$ cat src/rtl/cpi_pkg.sv
package cpi_pkg;
  localparam int STS_W   = 16;
  localparam int ADDR_W  = 3;
  localparam int B_INS   = 0;
  localparam int B_RMV   = 1;
  localparam int B_ERRS  = STS_W - 1;

  typedef enum logic [ADDR_W-1:0] {
    A_NSTS    = 3'd0,
    A_NSTS_EN = 3'd1,
    A_NSIG_EN = 3'd2,
    A_ESTS    = 3'd3,
    A_ESTS_EN = 3'd4
  } cpi_addr_e;
endpackage

$ cat src/rtl/cpi_sync.sv
module cpi_sync #(
  parameter int W = 2
) (
  input  logic         clk,
  input  logic         rst_n,
  input  logic [W-1:0] d_i,
  output logic [W-1:0] q_o
);
  logic [W-1:0] meta_q;
  logic [W-1:0] stab_q;

  for (genvar g = 0; g < W; g++) begin : g_bit
    always_ff @(posedge clk or negedge rst_n) begin
      if (!rst_n) begin
        meta_q[g] <= 1'b0;
        stab_q[g] <= 1'b0;
      end else begin
        meta_q[g] <= d_i[g];
        stab_q[g] <= meta_q[g];
      end
    end
  end

  assign q_o = stab_q;
endmodule

$ cat src/rtl/cpi_edge.sv
module cpi_edge #(
  parameter int W = 1
) (
  input  logic         clk,
  input  logic         rst_n,
  input  logic [W-1:0] lvl_i,
  output logic [W-1:0] rise_o,
  output logic [W-1:0] fall_o
);
  logic [W-1:0] prev_q;

  always_ff @(posedge clk or negedge rst_n) begin
    if (!rst_n) prev_q <= '0;
    else        prev_q <= lvl_i;
  end

  assign rise_o = lvl_i & ~prev_q;
  assign fall_o = ~lvl_i & prev_q;
endmodule

$ cat src/rtl/cpi_stsreg.sv
module cpi_stsreg #(
  parameter int W = 2
) (
  input  logic         clk,
  input  logic         rst_n,
  input  logic         clr_all_i,
  input  logic [W-1:0] set_i,
  input  logic [W-1:0] w1c_i,
  output logic [W-1:0] q_o
);
  logic [W-1:0] sts_q;
  logic [W-1:0] sts_d;
  logic         sts_en;

  always_comb begin
    sts_en = clr_all_i | (|set_i) | (|w1c_i);
    if (clr_all_i) sts_d = '0;
    else           sts_d = (sts_q & ~w1c_i) | set_i;
  end

  always_ff @(posedge clk or negedge rst_n) begin
    if (!rst_n)      sts_q <= '0;
    else if (sts_en) sts_q <= sts_d;
  end

  assign q_o = sts_q;
endmodule

$ cat src/rtl/card_presence_irq.sv
module card_presence_irq
  import cpi_pkg::*;
#(
  parameter int NERR       = 4,
  parameter bit PEND_QUIRK = 1'b1
) (
  input  logic              clk,
  input  logic              rst_n,
  input  logic              card_in_i,
  input  logic              card_ro_i,
  input  logic              sw_reset_all_i,
  input  logic [NERR-1:0]   err_evt_i,
  input  logic              wr_en_i,
  input  logic [ADDR_W-1:0] wr_addr_i,
  input  logic [STS_W-1:0]  wr_data_i,
  output logic              card_present_o,
  output logic              wr_prot_o,
  output logic [STS_W-1:0]  nsts_o,
  output logic [NERR-1:0]   ests_o,
  output logic              irq_o
);
  localparam int NEV = 2;

  logic [1:0]       lvl_sync;
  logic             ins_evt, rmv_evt;
  logic             hit_nsts, hit_nsts_en, hit_nsig, hit_ests, hit_ests_en;
  logic             quirk_fire;
  logic [NEV-1:0]   nsts_set, nsts_w1c, nsts_q;
  logic [NERR-1:0]  ests_set, ests_w1c, ests_q;
  logic [NEV-1:0]   nsts_en_q, nsts_en_d;
  logic [STS_W-1:0] nsig_q, nsig_d;
  logic [NERR-1:0]  ests_en_q, ests_en_d;
  logic             pend_q, pend_d;
  logic             en_nsts_en, en_nsig, en_ests_en, en_pend;

  cpi_sync #(.W(2)) u_sync (
    .clk   (clk),
    .rst_n (rst_n),
    .d_i   ({card_ro_i, card_in_i}),
    .q_o   (lvl_sync)
  );

  cpi_edge #(.W(1)) u_edge (
    .clk    (clk),
    .rst_n  (rst_n),
    .lvl_i  (lvl_sync[0]),
    .rise_o (ins_evt),
    .fall_o (rmv_evt)
  );

  always_comb begin
    hit_nsts    = wr_en_i && (wr_addr_i == A_NSTS);
    hit_nsts_en = wr_en_i && (wr_addr_i == A_NSTS_EN);
    hit_nsig    = wr_en_i && (wr_addr_i == A_NSIG_EN);
    hit_ests    = wr_en_i && (wr_addr_i == A_ESTS);
    hit_ests_en = wr_en_i && (wr_addr_i == A_ESTS_EN);
    quirk_fire  = pend_q && hit_nsts_en && wr_data_i[B_INS];
  end

  always_comb begin
    nsts_set        = '0;
    nsts_set[B_INS] = (ins_evt && nsts_en_q[B_INS]) || quirk_fire;
    nsts_set[B_RMV] = rmv_evt && nsts_en_q[B_RMV];
    nsts_w1c        = hit_nsts ? wr_data_i[NEV-1:0] : '0;
    ests_set        = err_evt_i & ests_en_q;
    ests_w1c        = hit_ests ? wr_data_i[NERR-1:0] : '0;
  end

  cpi_stsreg #(.W(NEV)) u_nsts (
    .clk       (clk),
    .rst_n     (rst_n),
    .clr_all_i (sw_reset_all_i),
    .set_i     (nsts_set),
    .w1c_i     (nsts_w1c),
    .q_o       (nsts_q)
  );

  cpi_stsreg #(.W(NERR)) u_ests (
    .clk       (clk),
    .rst_n     (rst_n),
    .clr_all_i (sw_reset_all_i),
    .set_i     (ests_set),
    .w1c_i     (ests_w1c),
    .q_o       (ests_q)
  );

  // next-state for the enable registers and the pending flag
  always_comb begin
    en_nsts_en = sw_reset_all_i | hit_nsts_en;
    en_nsig    = sw_reset_all_i | hit_nsig;
    en_ests_en = sw_reset_all_i | hit_ests_en;
    en_pend    = sw_reset_all_i | quirk_fire;
    nsts_en_d  = sw_reset_all_i ? '0 : wr_data_i[NEV-1:0];
    nsig_d     = sw_reset_all_i ? '0 : wr_data_i;
    ests_en_d  = sw_reset_all_i ? '0 : wr_data_i[NERR-1:0];
    pend_d     = 1'b0;
  end

  always_ff @(posedge clk or negedge rst_n) begin
    if (!rst_n) begin
      nsts_en_q <= '0;
      nsig_q    <= '0;
      ests_en_q <= '0;
      pend_q    <= PEND_QUIRK;
    end else begin
      if (en_nsts_en) nsts_en_q <= nsts_en_d;
      if (en_nsig)    nsig_q    <= nsig_d;
      if (en_ests_en) ests_en_q <= ests_en_d;
      if (en_pend)    pend_q    <= pend_d;
    end
  end

  always_comb begin
    nsts_o         = '0;
    nsts_o[B_INS]  = nsts_q[B_INS];
    nsts_o[B_RMV]  = nsts_q[B_RMV];
    nsts_o[B_ERRS] = |(ests_q & ests_en_q);
  end

  assign ests_o         = ests_q;
  assign irq_o          = |(nsts_o & nsig_q);
  assign card_present_o = lvl_sync[0];
  assign wr_prot_o      = ~lvl_sync[1];
endmodule

$ cat config.mk
export PLATFORM = sky130hd
export DESIGN_NAME = card_presence_irq
export DESIGN_NICKNAME = d
export VERILOG_FILES = /design/src/rtl/cpi_pkg.sv /design/src/rtl/cpi_sync.sv /design/src/rtl/cpi_edge.sv /design/src/rtl/cpi_stsreg.sv /design/src/rtl/card_presence_irq.sv
export SDC_FILE = /design/constraint.sdc
export NUM_CORES = 1
export LEC_CHECK = 0
export CORE_MARGIN = 2
export CORE_UTILIZATION = 54
export CTS_CLUSTER_DIAMETER = 200
export DETAILED_ROUTE_END_ITERATION = 8
export DONT_BUFFER_PORTS = 1
export GPL_ROUTABILITY_DRIVEN = 0
export PLACE_DENSITY = 0.77
export SYNTH_ARGS = -nofsm -noshare
export SYNTH_HDL_FRONTEND = slang
export SYNTH_SLANG_ARGS = --single-unit
$ cat constraint.sdc
create_clock -name clk -period 0.84 [get_ports clk]
set_input_delay 0 -clock clk [delete_from_list [all_inputs] [get_ports clk]]
set_output_delay 0 -clock clk [all_outputs]
set_load 0.01 [all_outputs]
After elaboration in Yosys (flattened, before gate mapping)
Index checks and enable logic that the tools add are counted.
Operators by class
  equality and inequality tests: 4
  mux-type cells: 7
  bitwise logic cells: 22
  reduce and logical (&&, ||, !) cells: 17
Operator list (number)
  16-bit AND: 1
  16-bit 2-to-1 mux: 1
  16-bit OR reduction: 1
  4-bit AND: 3
  4-bit 2-to-1 mux: 3
  4-bit OR reduction: 3
  1-bit logical AND: 9
  1-bit bitwise OR: 8
  3-bit by 2-bit == test with 1-bit output (second input constant): 2
  2-bit 2-to-1 mux: 3
  4-bit NOT: 1
  4-bit bitwise OR: 1
  2-bit OR reduction: 2
  3-bit by 1-bit == test with 1-bit output (second input constant): 1
  3-bit == test (second input constant): 1
  3-bit logical NOT: 1
  1-bit NOT: 3
  1-bit AND: 2
  2-bit AND: 1
  2-bit NOT: 1
  2-bit bitwise OR: 1
  1-bit logical OR: 1
Storage, ports and cells
  register bits: 34
  bits of input ports: 29
  output and inout port bits: 23

Longest topological paths before layout
  depth after elaboration: 8
  gate-level depth with buffers: 4
  mapped depth without buffers: 3

Cells and area by module
A second synthesis with hierarchy kept.
Second synthesis, totals
  cell total of the unflattened synthesis: 101
  area total of the unflattened synthesis: 1051.0 um^2
By module, submodules not included
  card_presence_irq: times used 1, cells each 70, area each 670.6 um^2
  cpi_stsreg at u_ests: times used 1, cells each 16, area each 160.2 um^2
  cpi_sync: times used 1, cells each 4, area each 100.1 um^2
  cpi_stsreg at u_nsts: times used 1, cells each 8, area each 80.1 um^2
  cpi_edge: times used 1, cells each 3, area each 40.0 um^2

Worst setup path after synthesis
OpenSTA, ideal clock, no wires.
  kind: register to output
  start: reg u_ests.sts_q[1] (netlist: u_ests.q_o[1])
  end: out irq_o
  data arrival time: 0.929 ns
  slack: -0.089 ns
  stages on the path, launching flop included: 4
  path buffers: 0
  path through: dfrtp_1 > a22oi_1 > nand2_1 > a21o_1
On the way
  cells in the longest elaborated chain, start to end: 4
RTL lines
  from (decl): RTL line cpi_stsreg.sv:11  | logic [W-1:0] sts_q;
  from (signal assigned): RTL line cpi_stsreg.sv:23  | else if (sts_en) sts_q <= sts_d;
  4-bit AND: RTL line card_presence_irq.sv:117  | nsts_o[B_ERRS] = |(ests_q & ests_en_q);
  4-bit OR reduction: RTL line card_presence_irq.sv:117
  named net nsts_o[15]: RTL line card_presence_irq.sv:18  | output logic [STS_W-1:0] nsts_o,
  16-bit AND: RTL line card_presence_irq.sv:121  | assign irq_o = |(nsts_o & nsig_q);
  16-bit OR reduction: RTL line card_presence_irq.sv:121
  to (decl): RTL line card_presence_irq.sv:20  | output logic irq_o
The timed path passes the listed nets, and every way through them passes these cells.

Worst setup path in the final report
  start: reg ests_en_q[1]
  end: out irq_o
On the way
  cells in the longest elaborated chain, start to end: 4
RTL lines
  from (decl): RTL line card_presence_irq.sv:32  | logic [NERR-1:0] ests_en_q, ests_en_d;
  from (signal assigned): RTL line card_presence_irq.sv:108  | if (en_ests_en) ests_en_q <= ests_en_d;
  4-bit AND: RTL line card_presence_irq.sv:117
  4-bit OR reduction: RTL line card_presence_irq.sv:117
  16-bit AND: RTL line card_presence_irq.sv:121
  16-bit OR reduction: RTL line card_presence_irq.sv:121
Every way passes these cells.

==> flow_summary_export.csv <==
group,metric,value,unit
yosys,synthesis.area,0.001023,mm^2
setup_path,slowest_delay,0.41,ns
drt,ant_nets,0,
sta,relSlewSlack,0.3847,
floorplan,num_rows,15,
placed_design,dp_slack,-0.04749,ns
global_routing,grt_util_all_layers,0.2419,
pwr,p_sw,0.4389,mW
floorplan,ioPinCount,52,
sta,setup_slack,-0.3470,ns
setup_path,crit_arrival,1.19,ns
setup_path,path_max_fanout,2,
setup_path,critical_path_required,0.84,ns
yosys,synthArstFlopShare,1.000,
clocking,cts_buffers,3,
yosys,synthTopCellsByCount,"dfrtp_1 (20), buf_4 (14), nor2_1 (11), mux2i_1 (9), nand2_1 (7)",
yosys,synth-seq-area-share,0.5147,
clocking,cts_tree,"yes",
clocking,htreeDepth,1,
setup_path,cp-end-kind,"output port",
clocking,cts_hold_buffers,14,
drt,remaining_drc_errors,0,
placed_design,place_hpwl,1512,um
setup_path,crit_chain,"a22oi_2 -> nand2_1 -> a21o_1",
yosys,ys_types,26,
clocking,clkTransAtPathRegs,0.11,ns
placed_design,portBuffers,0,
drt,drt-initial-drc-count,12,
layout,nets,155,
yosys,synth_top_area_cell,"dfrtp_1",
drt,num_vias,796,
layout,area_growth,30.44,%
sta,holdWs,-0.1156,ns
pwr,power_density,1311,mW/mm^2
pwr,p_leak,0.6525,nW
drt,wl_per_cell,15.61,um
sta,hold_viol_final,21,
yosys,synth-edff-count,0,
run,cap_violations,0,
global_routing,grt_pass1_vias,773,
floorplan,dieArea,0.002260,mm^2
layout,drive_above_1_share,0.2480,
global_routing,antenna_found_initial,0,
drt,via_per_inst,5.307,
yosys,yosysMostFrequentCell,"dfrtp_1",
sta,min_period_over_period,1.413,
floorplan,die_y,47.54,um
drt,wl,2341,um
status,status,"complete, but fails checks",
yosys,synth_top_cell_area_share,0.4890,
sta,finalSetupViolations,16,
sta,rsz0062_at_grt,"yes",
setup_path,critPathKind,"reg -> out",
sta,worst_pin_slew,0.9230,ns
pwr,power_frac_comb,0.123,
yosys,synth.avg_cell_area,10.66,um^2
status,violations,"hold timing, setup timing",
sta,fmax,842.4,MHz
yosys,synthFlopType,"dfrtp_1",
clocking,root_buffer,"clkbuf_4",
floorplan,die_x,47.54,um
sta,period_needed,1.187,ns
clocking,cts_buffer_depth,2,
layout,final_core_util,0.7649,
sta,slew_violations,0,
pwr,power.share.clock,0.277,
layout,antenna_cells,0,
hold_path,hold_path_class,"in -> async",
global_routing,grt_pass1_wl,3560,um
global_routing,grt_overflow,0,
drt,firstDrtPassIters,4,
yosys,syn_inst,96,
setup_path,crit_slowest_cell,"dfrtp_1",
global_routing,grt_max_degree,22,
floorplan,core_area,0.001745,mm^2
pwr,p_seq_frac,0.600,
yosys,ys_warn_count,0,
setup_path,setup.worst_path.start_class,"register",
pwr,internal_power,1.312,mW
yosys,ys_seq_elements,21,
clocking,insertion_delay,0.31,ns
yosys,yosys-top-cells-area,"dfrtp_1 (49%), buf_4 (10%), mux2i_1 (8.8%)",
sta,fin_skew,0.002066,ns
clocking,clock_sinks,21,
pwr,peakVddDrop,1.228,mV
pwr,swShare,0.2507,
floorplan,start_util,0.5864,
## metal layers
metal	global-route usage	wire, um
met5	0	0
met4	0.1459	51
met3	0.03774	152
met2	0.4135	1198
met1	0.2861	938
## metrics by stage
step | std cells | cell area [um^2] | total power, mW | setup TNS, ns | hold slack (ns)
2_1_floorplan | 108 | 1069 | 1.198 | -0.06641 | -0.2956
3_3_place_gp | 129 | 1077 | 1.164 | -0.02893 | -0.2951
3_5_place_dp | 129 | 1077 | 1.168 | -0.06950 | -0.2953
4_1_cts | 149 | 1290 | 1.745 | -2.470 | -0.05960
5_1_grt | 150 | 1335 | 1.829 | -2.050 | -0.06588
6_report | 150 | 1335 | 1.750 | -1.365 | -0.1156
## logic make-up after synthesis
logic type      Yosys count  synth area share
compound gates           17            0.1161
buf+inv                  22            0.1320
flops                    21            0.5147
mux                       9           0.08802
other cells               1          0.003664
simple gates             26            0.1455
## area by class of cell
cell class	instances	area (um^2)
timing repair buffer	29	294.0
clock inverter	1	5.005
multi-input combinational	65	432.9
tap	25	31.28
inverter	6	22.52
clock buffer	3	22.52
fill	118	410.4
sequential	21	526.8
## flip-flops by register name, summed over array words and instances, names as in the netlist
register,count
ests_en_q,4
u_ests.q_o,4
u_sync.meta_q,2
pend_q,1
u_nsts.q_o,2
u_sync.q_o,2
nsig_q,3
nsts_en_q,2
u_edge.prev_q,1
## critical path, delay by kind of cell (launching register included)
kind	cells	cell delay, ns
compound gates	2	0.39
flops	1	0.41
simple gates	1	0.09
## cell usage in the layout, fill, tap and decap left out, types with 3 or more instances in the layout
| cell | instances |
|---|---|
| dlygate4sd3_1 | 11 |
| clkbuf_4 | 3 |
| conb_1 | 13 |
| mux2i_1 | 9 |
| nand2_1 | 6 |
| dfrtp_1 | 20 |
| buf_4 | 6 |
| buf_6 | 9 |
| nor2_1 | 10 |
| dlymetal6s4s_1 | 3 |
| inv_1 | 6 |
| a21oi_1 | 4 |
## timing repair
action                                  in CTS  in global routing
endpoints found under the hold margin       39                 21
endpoints found under the setup margin      10                 46
gates resized for setup                      8                 13
gates cloned                                 0                  0
pin swaps                                    1                  3
buffers inserted                             2                  3
## worst paths after layout
kind	start	slack [ns]	to	depth (start not counted)
min reg2reg	u_sync.meta_q[0]	0.36	u_sync.q_o[0]	0
max reg2reg	ests_en_q[2]	-0.27	ests_en_q[2]	5
max	ests_en_q[1]	-0.35	irq_o	3
min in group clk	wr_addr_i[2]	-0.06	u_nsts.q_o[0]	2
max in group asynchronous	rst_n	0.40	ests_en_q[2]	1
min	rst_n	-0.12	u_sync.meta_q[1]	1
## power groups by stage
stage	Combinational [mW]	Clock, mW	Sequential, mW
final	0.215	0.486	1.05
after global routing	0.237	0.540	1.05
after CTS	0.202	0.494	1.05
after detailed placement	0.101	0	1.07
after global placement	0.0982	0	1.07
after floorplan	0.130	0	1.07
(Power assumes the default switching activity.)
